$ cat config.mk
export PLATFORM = sky130hd
export DESIGN_NAME = mq_wr_port
export DESIGN_NICKNAME = d
export VERILOG_FILES = /design/src/rtl/mq_wr_pkg.sv /design/src/rtl/mq_sel_ctrl.sv /design/src/rtl/mq_ptr_bank.sv /design/src/rtl/mq_wr_port.sv
export SDC_FILE = /design/constraint.sdc
export NUM_CORES = 1
export LEC_CHECK = 0
export BUFFER_PORTS_ARGS = -buffer_cell sky130_fd_sc_hd__buf_2
export CAP_MARGIN = 20
export CORE_MARGIN = 2
export CORE_UTILIZATION = 30
export DETAILED_ROUTE_END_ITERATION = 16
export HOLD_SLACK_MARGIN = 0.15
export PLACE_DENSITY_LB_ADDON = 0.05
export SETUP_SLACK_MARGIN = 0.05
export SYNTH_ARGS = -nofsm -noshare
export SYNTH_HDL_FRONTEND = slang
export SYNTH_SLANG_ARGS = --single-unit
$ cat constraint.sdc
create_clock -name clk_i -period 3.8 [get_ports clk_i]
set_input_delay 0 -clock clk_i [delete_from_list [all_inputs] [get_ports clk_i]]
set_output_delay 0 -clock clk_i [all_outputs]
set_load 0.01 [all_outputs]
$ cat src/rtl/mq_wr_pkg.sv
package mq_wr_pkg;
  localparam int QID_W  = 5;
  localparam int FLD_W  = 3;
  localparam int ADDR_W = QID_W + FLD_W;
  localparam int NUM_Q  = 2 ** QID_W;

  typedef logic [QID_W-1:0] qid_t;

  typedef struct packed {
    logic v;
    qid_t q;
  } qsel_t;
endpackage

$ cat src/rtl/mq_sel_ctrl.sv
module mq_sel_ctrl
  import mq_wr_pkg::*;
(
  input  logic              clk_i,
  input  logic              rst_ni,
  input  logic              cfg_done_i,
  input  logic              addr_en_i,
  input  logic              flag_stb_i,
  input  logic [ADDR_W-1:0] addr_i,
  output qsel_t             act_o,
  output qsel_t             act_n_o,
  output logic [FLD_W-1:0]  flag_sel_o,
  output logic              proto_err_o
);
  qsel_t pend_q, act_q;
  logic  clash, sel_fire, flag_fire;

  assign clash     = addr_en_i & flag_stb_i;
  assign sel_fire  = addr_en_i & ~flag_stb_i & cfg_done_i;
  assign flag_fire = flag_stb_i & ~addr_en_i;

  // staged selection takes effect one edge later
  assign act_n_o = pend_q.v ? pend_q : act_q;
  assign act_o   = act_q;

  always_ff @(posedge clk_i or negedge rst_ni) begin
    if (!rst_ni) begin
      pend_q      <= '0;
      act_q       <= '0;
      flag_sel_o  <= '0;
      proto_err_o <= 1'b0;
    end else begin
      pend_q.v <= sel_fire;
      if (sel_fire) pend_q.q <= addr_i[QID_W-1:0];
      act_q <= act_n_o;
      if (flag_fire) flag_sel_o <= addr_i[ADDR_W-1 -: FLD_W];
      if (clash) proto_err_o <= 1'b1;
    end
  end
endmodule

$ cat src/rtl/mq_ptr_bank.sv
module mq_ptr_bank
  import mq_wr_pkg::*;
#(
  parameter int Q_DEPTH = 16,
  localparam int PTR_W = $clog2(Q_DEPTH),
  localparam int CNT_W = PTR_W + 1
) (
  input  logic             clk_i,
  input  logic             rst_ni,
  input  logic             wr_req_i,
  input  qid_t             wr_q_i,
  output logic             full_o,
  output logic [PTR_W-1:0] ptr_o,
  output logic [NUM_Q-1:0] full_nxt_o
);
  logic [CNT_W-1:0] cnt [NUM_Q];
  logic [NUM_Q-1:0] full_now;

  assign full_o = full_now[wr_q_i];
  assign ptr_o  = cnt[wr_q_i][PTR_W-1:0];

  for (genvar i = 0; i < NUM_Q; i++) begin : g_q
    logic inc;
    assign full_now[i]   = (cnt[i] == CNT_W'(Q_DEPTH));
    assign inc           = wr_req_i & (wr_q_i == qid_t'(i)) & ~full_now[i];
    assign full_nxt_o[i] = ((cnt[i] + CNT_W'(inc)) == CNT_W'(Q_DEPTH));

    always_ff @(posedge clk_i or negedge rst_ni) begin
      if (!rst_ni)  cnt[i] <= '0;
      else if (inc) cnt[i] <= cnt[i] + 1'b1;
    end
  end
endmodule

$ cat src/rtl/mq_wr_port.sv
module mq_wr_port
  import mq_wr_pkg::*;
#(
  parameter int DATA_W  = 18,
  parameter int Q_DEPTH = 16,
  localparam int PTR_W  = $clog2(Q_DEPTH),
  localparam int MADR_W = QID_W + PTR_W
) (
  input  logic              clk_i,
  input  logic              rst_ni,
  input  logic              cfg_done_i,
  input  logic              addr_en_i,
  input  logic [ADDR_W-1:0] addr_i,
  input  logic              wr_en_ni,
  input  logic              flag_stb_i,
  input  logic [DATA_W-1:0] data_i,
  output logic              mem_we_o,
  output logic [QID_W-1:0]  mem_q_o,
  output logic [MADR_W-1:0] mem_addr_o,
  output logic [DATA_W-1:0] mem_data_o,
  output logic              overflow_o,
  output logic              full_no,
  output logic [FLD_W-1:0]  flag_sel_o,
  output logic              proto_err_o
);
  qsel_t            act, act_n;
  logic             wr_req, q_full;
  logic [PTR_W-1:0] ptr;
  logic [NUM_Q-1:0] full_nxt;

  mq_sel_ctrl u_sel (
    .clk_i       (clk_i),
    .rst_ni      (rst_ni),
    .cfg_done_i  (cfg_done_i),
    .addr_en_i   (addr_en_i),
    .flag_stb_i  (flag_stb_i),
    .addr_i      (addr_i),
    .act_o       (act),
    .act_n_o     (act_n),
    .flag_sel_o  (flag_sel_o),
    .proto_err_o (proto_err_o)
  );

  assign wr_req = ~wr_en_ni & act.v;

  mq_ptr_bank #(.Q_DEPTH(Q_DEPTH)) u_bank (
    .clk_i      (clk_i),
    .rst_ni     (rst_ni),
    .wr_req_i   (wr_req),
    .wr_q_i     (act.q),
    .full_o     (q_full),
    .ptr_o      (ptr),
    .full_nxt_o (full_nxt)
  );

  always_ff @(posedge clk_i or negedge rst_ni) begin
    if (!rst_ni) begin
      mem_we_o   <= 1'b0;
      mem_q_o    <= '0;
      mem_addr_o <= '0;
      mem_data_o <= '0;
      overflow_o <= 1'b0;
      full_no    <= 1'b1;
    end else begin
      mem_we_o   <= wr_req & ~q_full;
      overflow_o <= wr_req & q_full;
      if (wr_req & ~q_full) begin
        mem_q_o    <= act.q;
        mem_addr_o <= {act.q, ptr};
        mem_data_o <= data_i;
      end
      // full state of the queue active after this edge
      full_no <= ~(act_n.v & full_nxt[act_n.q]);
    end
  end
endmodule

=== After elaboration in Yosys (flattened, before gate mapping) ===
Cells that the tools add are included.
Widths: inputs -> output; s select.

* $add $sub $neg: 64
* Multipliers: 0
* Div/mod/pow operators: 0
* Order comparisons: 3
* Eq/ne operators: 95
* Shift-type cells: 0
* Muxes and demuxes: 8
* Bitwise logic cells: 110
* Reduce and logical (&&, ||, !) cells: 1

{| class="wikitable"
|+ Operators with widths
! cell !! number
|-
| $eq 5x5->1 const B || 80
|-
| $add 5x1->5 || 32
|-
| $add 5x1->5 const B || 32
|-
| $and 1x1->1 || 72
|-
| $eq 5x4->1 const B || 8
|-
| $not 1->1 || 37
|-
| $bmux 5 s5 || 1
|-
| $eq 5x3->1 const B || 4
|-
| $lt 5x6->1 const B || 2
|-
| $bmux 1 s5 || 2
|-
| $eq 5x2->1 const B || 2
|-
| $mux 4 || 2
|-
| $ge 6x6->1 const B || 1
|-
| $mux 6 || 1
|-
| $not 5->6 || 1
|-
| $eq 5x1->1 const B || 1
|-
| $logic_not 5->1 || 1
|-
| $mux 1 || 2
|}

* Bits in registers: 211
* Bits in latches: 0
* Bits in writable memories: 0
* Memory bits (read-only): 0
* Output and inout port bits: 39
* Memories: 0

=== Logic depth before layout (Yosys ltp) ===
* Depth after elaboration: 10
* Gate-level depth with buffers: 15
* Depth with buffers taken out: 13

=== Cells and area by module ===
From an unflattened synthesis, not the netlist that was laid out.

* Cell total of the unflattened synthesis: 1213
* Area total of the unflattened synthesis: 13420.4 µm²

{| class="wikitable"
|+ By module, submodules not included
! module !! times used !! cells each !! area an instance (µm²)
|-
| mq_ptr_bank || 1 || 1087 || 11395.9
|-
| mq_wr_port || 1 || 92 || 1431.4
|-
| mq_sel_ctrl || 1 || 34 || 593.1
|}

=== Worst setup path before layout ===
OpenSTA, ideal clock, no wires.

* Path type: reg-to-reg
* Start: reg u_sel.act_q (netlist bit u_sel.act_o[0])
* End: reg full_no
* Setup time: 96 ps
* Arrival: 3320 ps
* Slack: 384 ps
* Cell stages (with the launch flop): 14
* Cells stage by stage: dfrtp_1 buf_6 buf_6 nand2b_1 clkbuf_1 nor3_1 ha_1 ha_1 nand2_1 or4b_2 a2111oi_0 a2111oi_0 o31ai_1 a32oi_1

* Word-level cells in the longest chain between the ends: 9
* Elaborated cells between the ends (all ways): 165

{| class="wikitable"
|+ Ends and longest elaborated chain
! element !! line !! RTL
|-
| start: declaration || mq_sel_ctrl.sv:15 || <nowiki>qsel_t pend_q, act_q;</nowiki>
|-
| start signal: assignment || mq_sel_ctrl.sv:35 || <nowiki>act_q <= act_n_o;</nowiki>
|-
| $eq 5x1->1 (tied with other cells) || mq_ptr_bank.sv:25 || <nowiki>assign inc = wr_req_i & (wr_q_i == qid_t'(i)) & ~full_now[i];</nowiki>
|-
| $and 1x1->1 (2 in a row) || mq_ptr_bank.sv:25 ||
|-
| $add 5x1->5 || mq_ptr_bank.sv:26 || <nowiki>assign full_nxt_o[i] = ((cnt[i] + CNT_W'(inc)) == CNT_W'(Q_DEPTH));</nowiki>
|-
| $eq 5x5->1 || mq_ptr_bank.sv:26 ||
|-
| $bmux 1 s5 (*) || mq_wr_port.sv:73 || <nowiki>full_no <= ~(act_n.v & full_nxt[act_n.q]);</nowiki>
|-
| $mux 1 (implied by the code) (*) || mq_wr_port.sv:73 ||
|-
| $and 1x1->1 (*) || mq_wr_port.sv:73 ||
|-
| $not 1->1 (*) || mq_wr_port.sv:73 ||
|-
| end signal: assignment || mq_wr_port.sv:73 ||
|-
| end: declaration || mq_wr_port.sv:22 || <nowiki>output logic full_no,</nowiki>
|}

Every way passes the cells marked *; elsewhere a longest branch is shown, timed or not. The select of a mux whose other input is x is not followed.
A chain may end at the register's enable or synchronous reset.

=== Final worst setup path ===
Ends and elaborated chain as after synthesis.

==> run_results.csv <==
group,metric,value,unit
logic_synthesis,synth_cell_types,72,
global_routing,grtUsageTotal,16.8,%
detailed_routing,avgRoutedWirePerCell,19.2,um
logic_synthesis,synth_area_leaders,"dfrtp_1, ha_1, xnor2_1, mux4_2, mux4_1",
sta,fin_crit_sh,94.2,%
logic_synthesis,syn_inst,1239,
setup_path,slowest_stage,"nor3_1",
flow_run,drv_cap,0,
logic_synthesis,synthFlopType,"dfrtp_1",
sta,fmax,279,MHz
layout,drive_above_1_share,18.3,%
sta,skew,0.0168,ns
clock_tree,cts_tree,"built",
setup_path,reg2reg_depth,11,
power_and_ir_drop,p_per_area,626,nW/um2
clock_tree,cts_buffer_depth,3,
logic_synthesis,yosys.area.top_type,"dfrtp_1",
logic_synthesis,netlist_area,13400,um2
detailed_routing,drc,0,
setup_path,start_kind,"register",
power_and_ir_drop,p_total,0.0100,W
die,core,44200,um2
sta,hold_violations,0,
logic_synthesis,synth_top_cell_area_share,38.2,%
logic_synthesis,avgSynthCellArea,10.8,um2
logic_synthesis,ys_ff_latch,206,
outcome,outcome,"finished, final reports clean",
global_routing,antenna_found_initial,1,
detailed_routing,drtIter0Drc,531,
clock_tree,htreeDepth,1,
sta,fin_hold_ws,0.192,ns
detailed_routing,routed_via_density,5.00,
min_path,hold-path-endpoint,"u_sel.pend_q[2]",
global_routing,grt_pass1_wl,60700,um
setup_path,timing.rr.start,"u_sel.act_o[0]",
clock_tree,cts.sinks,206,
global_routing,grt_max_degree,88,
setup_path,critPathMostFrequentCell,"ha_1",
setup_path,r2r-end,"full_no",
layout,syn2layout_area_growth,19.3,%
placement,routabilityCongestion,0.798,
sta,finalMaxSlewViolations,0,
setup_path,crit_path_end_kind,"register",
sta,post-route-min-period,3.58,ns
setup_path,path_cells,"buf_4 > and2_1 > nand2_1 > nor3_1 > ha_1 > ha_1 > nor4_1 > a221oi_1 > a311o_1 > a311oi_1 > a32oi_1",
layout,antenna_cells,0,
sta,slew_headroom,49.4,%
min_path,whs_path_depth,3,
placement,portBuffers,70,
min_path,hold_path.class,"in -> reg",
layout,final_nets,1552,
detailed_routing,ant_nets,0,
sta,rsz0062_at_grt,"false",
logic_synthesis,async_flop_share,100,%
setup_path,cp_data_required_time,4.25,ns
logic_synthesis,synth_enable_flop_cells,0,
clock_tree,clkTransAtPathRegs,0.06,ns
placement,dpl.hpwl,28200,um
clock_tree,cts-root-buf,"clkbuf_16",
layout,layout_commonest_cell,"dfrtp_1",
detailed_routing,drt_pass1_iterations,5,
sta,final-setup-viol-count,0,
clock_tree,worstSkewPairLatency,0.55,ns
die,start_util,30.4,%
global_routing,grt_remaining_overflow,0,
power_and_ir_drop,vdd_drop_max,314,uV
die,io_pins,71,
setup_path,path_class,"reg -> reg",
layout,mostFrequentLayoutCells,"dfrtp_1, xnor2_1, ha_1",
setup_path,cp.buffers_inverters,1,
die,die_h,216,um
setup_path,slowest_delay,0.51,ns
detailed_routing,wl,38500,um
clock_tree,numCtsBuffers,27,
power_and_ir_drop,leakagePower,6.85,nW
die,die_x,216,um
setup_path,cp_max_fo,31,
min_path,worstHoldStart,"addr_en_i",
sta,tightest_slew,0.759,ns
setup_path,critical-path-top-delay-family,"simple AND/OR/NAND/NOR gates",
setup_path,rrSetupSlack,0.22,ns
setup_path,arrival,4.04,ns
detailed_routing,via_count,10000,
global_routing,grt_pass1_vias,10000,
logic_synthesis,ys_seq_area_share,38.4,%
logic_synthesis,ys_warn_count,0,
logic_synthesis,postSynthNetCount,1399,
die,dieArea,46500,um2
die,num_rows,77,
-- worst min-delay path: stages --
cell      delay, ns
buf_2          0.11
nand3b_1       0.36
mux2_2         0.23
-- worst max-delay path by stage --
stage | slack (ns) | endpoint | cells after the start | start
after detailed placement | -0.02 | full_no | 14 | u_sel.act_o[5]
after CTS | 0.11 | full_no | 14 | u_sel.act_o[5]
after global placement | 0.11 | full_no | 12 | u_bank.cnt[85]
final | 0.22 | full_no | 11 | u_sel.act_o[0]
after floorplan | 0.38 | full_no | 13 | u_sel.act_o[0]
after global routing | 0.06 | full_no | 11 | u_sel.act_o[0]
-- cells in the mapped netlist (all sizes together) (6+ instances only) --
library cell and number:
dfrtp 205, xnor2 132, ha 128, nand2 113, inv 75, nand4 69
o21ai 53, nor3 46, mux4 41, mux2 38, buf 33, nor2 30
nand2b 26, nor4bb 25, a21oi 19, nor4 19, clkbuf 16, and2 11
mux2i 10, and4b 9, nand3 9, nand4b 9, nor2b 9, a31oi 8
xor2 8, a2111oi 7, or3 7, a22oi 6
-- power by group --
group	switching, W	leakage (nW)	internal [W]
logic	0.00173	3.90	0.00169
clock network	0.000998	0.423	0.00151
registers	0.00121	2.52	0.00289
total	0.00394	6.85	0.00609
-- layer usage --
layer,share of wire (%),GRT usage [%]
met5,0,0
met1,49,24.0
met2,46,26.9
met3,3.3,2.34
met4,2.0,3.66
-- timing repair --
action | 4_1_cts | 5_1_grt
hold endpoints to repair | 207 | 0
setup buffers | 0 | 0
hold buffers | 37 | 0
endpoints found under the setup margin | 1 | 1
pin swaps | 0 | 0
gates resized for setup | 2 | 3
-- cell families after synthesis --
group           share of synthesized area (%)
compound gates                           7.07
xor+xnor                                 9.12
fa+ha+maj                                11.9
buf+inv                                  4.52
flops                                    38.4
mux                                      11.7
simple gates                             17.3
-- registers in the layout, indices dropped and copies added (netlist names) --
name / flops
u_sel.act_o: 6
u_sel.pend_q: 6
mem_addr_o: 4
u_sel.proto_err_o: 1
mem_we_o: 1
u_sel.flag_sel_o: 3
mem_q_o: 5
overflow_o: 1
mem_data_o: 18
full_no: 1
u_bank.cnt: 160
-- per-stage QoR --
stage	utilization (%)	setup TNS, ns	std cells	cell area, um2	worst slack, ns
6_report	36.3	0	2003	16000	0.219
5_1_grt	36.3	0	2003	16000	0.0555
4_1_cts	36.2	0	2002	16000	0.112
3_5_place_dp	33.4	-0.0220	1917	14800	-0.0220
3_3_place_gp	33.4	0	1917	14800	0.107
2_1_floorplan	-	0	1239	13400	0.384
-- cell type report --
class                      count  area (um2)
multi-input combinational    908        7700
inverter                      76         285
fill                        4371       28200
tap                          592         741
clock buffer                  44         850
sequential                   206        5160
clock inverter                 4        27.5
timing repair buffer         173        1270
Note: power is estimated with default switching activity, not from simulation.
